<file path="src/rtl/pwm_scale_pkg.sv">
package pwm_scale_pkg;
  localparam int unsigned DEF_SCALE_W = 8;
endpackage

</file>
<file path="src/rtl/pwm_scale_reg.sv">
module pwm_scale_reg #(
  parameter int unsigned W = pwm_scale_pkg::DEF_SCALE_W
) (
  input  logic         clk_i,
  input  logic         rst_ni,
  input  logic         wr_i,
  input  logic [W-1:0] data_i,
  output logic [W-1:0] scale_o
);
  always_ff @(posedge clk_i or negedge rst_ni) begin
    if (!rst_ni)   scale_o <= '0;
    else if (wr_i) scale_o <= data_i;
  end
endmodule

</file>
<file path="src/rtl/pwm_scale_count.sv">
module pwm_scale_count #(
  parameter int unsigned W = pwm_scale_pkg::DEF_SCALE_W
) (
  input  logic         clk_i,
  input  logic         rst_ni,
  input  logic         tick_i,
  input  logic         load_i,
  input  logic [W-1:0] load_val_i,
  input  logic [W-1:0] scale_i,
  output logic         pulse_o
);
  localparam logic [W-1:0] ONE = {{(W-1){1'b0}}, 1'b1};

  logic [W-1:0] cnt_q;

  // zero wraps to all-ones, giving a full 2**W count
  assign pulse_o = tick_i && !load_i && (cnt_q == ONE);

  always_ff @(posedge clk_i or negedge rst_ni) begin
    if (!rst_ni)      cnt_q <= '0;
    else if (load_i)  cnt_q <= load_val_i;
    else if (pulse_o) cnt_q <= scale_i;
    else if (tick_i)  cnt_q <= cnt_q - ONE;
  end

  // idle cycles hold the count
  p_idle_hold_r2: assert property (@(posedge clk_i) disable iff (!rst_ni)
    (!tick_i && !load_i) |=> $stable(cnt_q));

  // terminal tick reloads from scale
  p_reload_r3: assert property (@(posedge clk_i) disable iff (!rst_ni)
    (tick_i && !load_i && cnt_q == ONE) |=> (cnt_q == $past(scale_i)));

  // write loads the new value
  p_write_load_r7: assert property (@(posedge clk_i) disable iff (!rst_ni)
    load_i |=> (cnt_q == $past(load_val_i)));
endmodule

</file>
<file path="src/rtl/pwm_half_stage.sv">
module pwm_half_stage (
  input  logic clk_i,
  input  logic rst_ni,
  input  logic pulse_i,
  input  logic clear_i,
  output logic tick_o
);
  logic phase_q;

  always_ff @(posedge clk_i or negedge rst_ni) begin
    if (!rst_ni) begin
      phase_q <= 1'b0;
      tick_o  <= 1'b0;
    end else if (clear_i) begin
      phase_q <= 1'b0;
      tick_o  <= 1'b0;
    end else begin
      tick_o <= pulse_i && phase_q;
      if (pulse_i) phase_q <= ~phase_q;
    end
  end

  // single-cycle output
  p_single_r8: assert property (@(posedge clk_i) disable iff (!rst_ni)
    tick_o |=> !tick_o);

  // write drops pending output
  p_clear_r7: assert property (@(posedge clk_i) disable iff (!rst_ni)
    clear_i |=> !tick_o);

  // output only from a second pulse
  p_tick_src_r4: assert property (@(posedge clk_i) disable iff (!rst_ni)
    tick_o |-> ($past(pulse_i) && !$past(clear_i)));
endmodule

</file>
<file path="src/rtl/pwm_scale_div.sv">
module pwm_scale_div #(
  parameter int unsigned SCALE_W = pwm_scale_pkg::DEF_SCALE_W
) (
  input  logic               clk_i,
  input  logic               rst_ni,
  input  logic               base_tick_i,
  input  logic               scale_wr_i,
  input  logic [SCALE_W-1:0] scale_data_i,
  output logic               scaled_tick_o
);
  logic [SCALE_W-1:0] scale_q;
  logic               pulse;

  pwm_scale_reg #(.W(SCALE_W)) u_reg (
    .clk_i  (clk_i),
    .rst_ni (rst_ni),
    .wr_i   (scale_wr_i),
    .data_i (scale_data_i),
    .scale_o(scale_q)
  );

  pwm_scale_count #(.W(SCALE_W)) u_cnt (
    .clk_i     (clk_i),
    .rst_ni    (rst_ni),
    .tick_i    (base_tick_i),
    .load_i    (scale_wr_i),
    .load_val_i(scale_data_i),
    .scale_i   (scale_q),
    .pulse_o   (pulse)
  );

  pwm_half_stage u_half (
    .clk_i  (clk_i),
    .rst_ni (rst_ni),
    .pulse_i(pulse),
    .clear_i(scale_wr_i),
    .tick_o (scaled_tick_o)
  );
endmodule

</file>
<file path="config.mk">
export PLATFORM = sky130hd
export DESIGN_NAME = pwm_scale_div
export DESIGN_NICKNAME = d
export VERILOG_FILES = /design/src/rtl/pwm_scale_pkg.sv /design/src/rtl/pwm_scale_reg.sv /design/src/rtl/pwm_scale_count.sv /design/src/rtl/pwm_half_stage.sv /design/src/rtl/pwm_scale_div.sv
export SDC_FILE = /design/constraint.sdc
export NUM_CORES = 1
export LEC_CHECK = 0
export ABC_CLOCK_PERIOD_IN_PS = 2000
export CAP_MARGIN = 20
export CORE_AREA = 2 2 50 52
export DETAILED_ROUTE_END_ITERATION = 12
export DIE_AREA = 0 0 52 54
export MAX_ROUTING_LAYER = met4
export REMOVE_ABC_BUFFERS = 1
export SLEW_MARGIN = 25
export SYNTH_ARGS = -nofsm -noshare
export SYNTH_HDL_FRONTEND = slang
export SYNTH_SLANG_ARGS = --single-unit
</file>
<file path="constraint.sdc">
create_clock -name clk_i -period 2 [get_ports clk_i]
set_clock_uncertainty 0.05 [all_clocks]
set_input_delay 0.3 -clock clk_i [delete_from_list [all_inputs] [get_ports clk_i]]
set_output_delay 0.3 -clock clk_i [all_outputs]
set_load 0.03 [all_outputs]
</file>
# Word level (Yosys, flattened, before mapping)
# Cells that the tools add are included.
# classes
addsub	1
eq_ne	1
muxes	6
bitwise	1
reduce_logical	6
# op_table
operator	n
8-bit 2-to-1 mux	3
8-bit by 1-bit equality test with 1-bit output, second input constant	1
8-bit by 1-bit subtractor with 8-bit output, second input constant	1
1-bit logical AND	3
1-bit 2-to-1 mux	3
3-bit nonzero test	1
2-bit nonzero test	1
1-bit logical NOT	1
1-bit NOT	1
# word_totals
reg_bits	18
inputBits	12
out_inout_bits	1

# Longest topological paths before layout
# depth
word_depth	5
ltp_mapped	6

# Hierarchy
# A second synthesis with hierarchy kept.
# hier_totals
hier_cells	92
area_unflattened_um2	1002.2
# modules_own_cells
module	instances	cells_each	area_per_inst_um2
pwm_scale_count	1	69	600.6
pwm_scale_reg	1	17	331.6
pwm_half_stage	1	6	70.1

# Worst setup path after synthesis
# Ideal clock, no wire load.
# synth_path
path_type	reg-to-reg
start	reg u_cnt.cnt_q[1]
end	reg u_cnt.cnt_q[4]
setup_time_ns	0.132
t_arrival_ns	1.687
t_required_ns	1.818
slack_ns	0.132
stages_incl_launch_ff	7
period_less_slack_ns	1.868
cell_sequence	dfrtp_1 inv_1 ha_1 or3b_2 nor3_4 mux2i_1 a31oi_1
# synth_via
elab_chain_cells	4
word_cells_on_any_way	7
classes_between	add/sub (1); eq/ne (1); mux (3); reduce/logical (2)
# synth_rtl
item	line	text
start: declaration	pwm_scale_count.sv:14	logic [W-1:0] cnt_q;
start signal: assignment	pwm_scale_count.sv:21	else if (load_i) cnt_q <= load_val_i;
start signal: assignment	pwm_scale_count.sv:22	else if (pulse_o) cnt_q <= scale_i;
start signal: assignment	pwm_scale_count.sv:23	else if (tick_i) cnt_q <= cnt_q - ONE;
8-bit by 1-bit subtractor with 8-bit output / 8-bit by 1-bit equality test with 1-bit output (equally long branches)	pwm_scale_count.sv:23, pwm_scale_count.sv:17	
8-bit 2-to-1 mux / 1-bit logical AND (equally long branches)	pwm_scale_count.sv:23, pwm_scale_count.sv:17	
8-bit 2-to-1 mux	pwm_scale_count.sv:22	
8-bit 2-to-1 mux	pwm_scale_count.sv:21	
# Several ways; a longest one is shown, not always the timed one. The select of a mux whose other input is x is not followed.
# A chain may end at the register's enable or synchronous reset.

# Worst setup path after layout
# Same ends and word-level chain as after synthesis.

==> metrics.md <==
| Metric | Value |
|---|---|
| Maximum vdd drop | `0.482 mV` |
| Post-layout util | `0.523` |
| DR pass1 iterations | `4` |
| WS Path Type | `reg -> reg` |
| Core Area | `2320 sq um` |
| Setup TNS | `0 ns` |
| Largest net degree at the start of global routing | `13` |
| Max Cap Viol | `0` |
| Fmax | `0.551 GHz` |
| Switching power total | `0.231 mW` |
| Top_reg_cell synth | `dfrtp_1` |
| Nets@finish | `130` |
| Detailed router's first-iteration violation count | `17` |
| Worst-path clk slew | `0.10 ns` |
| Clock Path Buffers | `2` |
| Via count | `792` |
| RSZ-0062 raised after global routing | `no` |
| Hold-fix buffer count after cts | `0` |
| WL per Instance | `14.2 um` |
| Mapped cell area | `955 sq um` |
| HPWL after DPL | `1.56 mm` |
| Register area share after synthesis | `0.472` |
| Worst Path Required | `2.14 ns` |
| Highest cell delay on the worst timing path | `0.45 ns` |
| LEAKAGE | `0.500 nW` |
| YS warnings | `0` |
| Syn_area_per_cell | `10.3 sq um` |
| Crit-path cells | `inv_1 > ha_1 > or3b_4 > nor3_4 > mux2i_1 > a31oi_1` |
| Initial antenna violation count | `0` |
| Final setup viols | `0` |
| Sw Ratio | `0.279` |
| Top post-synthesis cells by count | `dfrtp_1 (18), nand2_1 (9), inv_1 (8)` |
| TritonCTS Sinks | `18` |
| CTS root buffer | `clkbuf_4` |
| Synth area leaders | `dfrtp_1 (47%), mux2_2 (5.9%), o31ai_1 (3.9%)` |
| Total track usage | `0.180` |
| Chip height | `54 um` |
| EDFF count, synth | `0` |
| Critical path launch point type | `register` |
| Post-place instance area | `1170 sq um` |
| WHS | `0.268 ns` |
| Synth Register Bits | `18` |
| DR vias/cell | `5.46` |
| Minimum clock period | `1.82 ns` |
| Final worst setup slack | `0.185 ns` |
| Yosys top cell area share | `0.472` |
| Die Area | `2810 sq um` |
| Combinational power share | `0.200` |
| Crit share post-route | `0.908` |
| Worst slew pin tran | `0.491 ns` |
| Status | `finished, final reports clean` |
| Slowest cell on crit path | `or3b_4` |
| Row Count | `18` |
| Worst EP arrival | `1.95 ns` |
| Initial Utilization | `0.412` |
| Final hold viol count | `0` |
| Worst setup path start | `u_cnt.cnt_q[1]` |
| Most frequent cell after synthesis | `dfrtp_1` |
| Clock share of power | `0.278` |
| Worst Path Max Fanout | `4` |
| Hold Path Class | `in -> async` |
| R2R Path Start | `u_cnt.cnt_q[1]` |
| Distinct cells, synth | `33` |
| Dpl ws | `0.0416 ns` |
| Seq pwr share | `0.522` |
| Mapped Cells | `93` |
| Asr flop ratio synth | `1.00` |
| Final Cell Area | `1210 sq um` |
| Number of global-route vias before repair | `758` |
| Pins Over Slew Limit | `0` |
| IO Pins | `13` |
| Internal power | `0.596 mW` |
| Number of routed nets with antenna violations | `0` |
| Die X | `52 um` |
| GR Overflow Total | `0` |
| Layout cells sized above 1 | `0.217` |
| CTS buffer count | `3` |
| Setup crit end kind | `register` |
| # DRC | `0` |
| GPL Wtd Cong | `0.863` |
| Area Overhead vs Synth | `27.1%` |
| Global-route wire length before repair | `3.44 mm` |
| Area leader, netlist | `dfrtp_1` |
| TritonCTS clock tree | `built` |
| Post-Route WL | `2.06 mm` |
| Port bufs | `12` |
| Worst slew margin | `0.672` |
| Diode count | `0` |
| PwrDens | `681 nW/um^2` |
| H-tree Lvls | `1` |
| Worst skew pair latency | `0.30 ns` |
==> flip-flops by register name (all words and copies together), names as in the netlist <==
register,flops
u_cnt.cnt_q,8
u_reg.scale_o,8
u_half.phase_q,1
u_half.tick_o,1
==> area by class of cell <==
| class | count | area [sq um] |
|---|---|---|
| clock buffers | 4 | 36.3 |
| repair buffers | 21 | 188 |
| fillers | 216 | 1110 |
| flip-flops and latches | 18 | 450 |
| multi-input cells | 64 | 472 |
| inverters | 8 | 30.0 |
| well taps | 30 | 37.5 |
==> power groups by stage <==
stage | sequential, mW | combinational [mW] | clock [mW]
6_report | 0.431 | 0.166 | 0.230
3_3_place_gp | 0.437 | 0.161 | 0
3_5_place_dp | 0.437 | 0.164 | 0
4_1_cts | 0.430 | 0.166 | 0.237
2_1_floorplan | 0.431 | 0.0884 | 0
5_1_grt | 0.436 | 0.186 | 0.262
==> worst max-delay path, delay by kind of cell (launching register included) <==
kind	cells	cell delay (ns)
buffers and inverters	1	0.09
AOI/OAI and AO/OA	1	0.10
muxes	1	0.22
DFF	1	0.40
adders and majority gates	1	0.21
and+or+nand+nor	2	0.63
==> worst paths after layout <==
kind,end,cells after the start,slack [ns]
worst min register to register,u_cnt.cnt_q[2],2,0.47
min in group clk_i,u_cnt.cnt_q[2],2,0.47
worst max-delay path,u_cnt.cnt_q[4],6,0.18
worst min-delay path,u_cnt.cnt_q[1],1,0.27
max in group asynchronous,u_cnt.cnt_q[2],2,1.13
worst max register to register,u_cnt.cnt_q[4],6,0.18
==> repair_timing <==
item | CTS | global route
buffers inserted | 0 | 0
resized for setup | 1 | 2
setup endpoints to repair | 1 | 5
==> kinds of logic (layout without fill, tap and decap cells) <==
group                    count (synthesis)  count (layout)  share of synthesized area
flip-flops                              18              18                      0.472
AND/OR/NAND/NOR                         29              29                      0.173
AO/OA/AOI/OAI                           23              23                      0.177
adder cells (fa/ha/maj)                  2               2                     0.0262
XOR/XNOR                                 3               3                     0.0275
buffers and inverters                   11              33                     0.0445
multiplexers                             7               7                     0.0799
==> placed cells by master, fill, tap and decap left out, drive strengths merged <==
| master | n |
|---|---|
| and2 | 1 |
| o31ai | 5 |
| xnor2 | 3 |
| a31oi | 1 |
| a41oi | 1 |
| nor3 | 5 |
| mux2i | 2 |
| nor2 | 6 |
| a2bb2oi | 1 |
| or4 | 2 |
| nor4 | 2 |
| a21oi | 1 |
| or3b | 1 |
| dfrtp | 18 |
| o21a | 1 |
| inv | 8 |
| or2b | 1 |
| a22oi | 2 |
| o21ai | 5 |
| a2111o | 1 |
| mux2 | 5 |
| clkdlybuf4s50 | 12 |
| buf | 9 |
| nor4bb | 1 |
| a222oi | 1 |
| o311ai | 3 |
| ha | 2 |
| nand3 | 1 |
| clkbuf | 4 |
| a211oi | 1 |
| nand2 | 9 |
==> stage by stage <==
stage,cells,power (mW)
floorplan,90,0.520
detailed placement,141,0.602
finish,145,0.827
CTS,145,0.834
global placement,141,0.598
global route,145,0.884
==> metal layers <==
| metal | vias to the layer above | track usage | routed length [um] |
|---|---|---|---|
| met5 | - | - | 0 |
| met4 | 0 | 0.118 | 47 |
| met3 | 4 | 0.0333 | 80 |
| met2 | 17 | 0.285 | 979 |
| met1 | 384 | 0.211 | 956 |
| li1 | 387 | - | - |
Note: power is estimated with default switching activity, not from simulation.
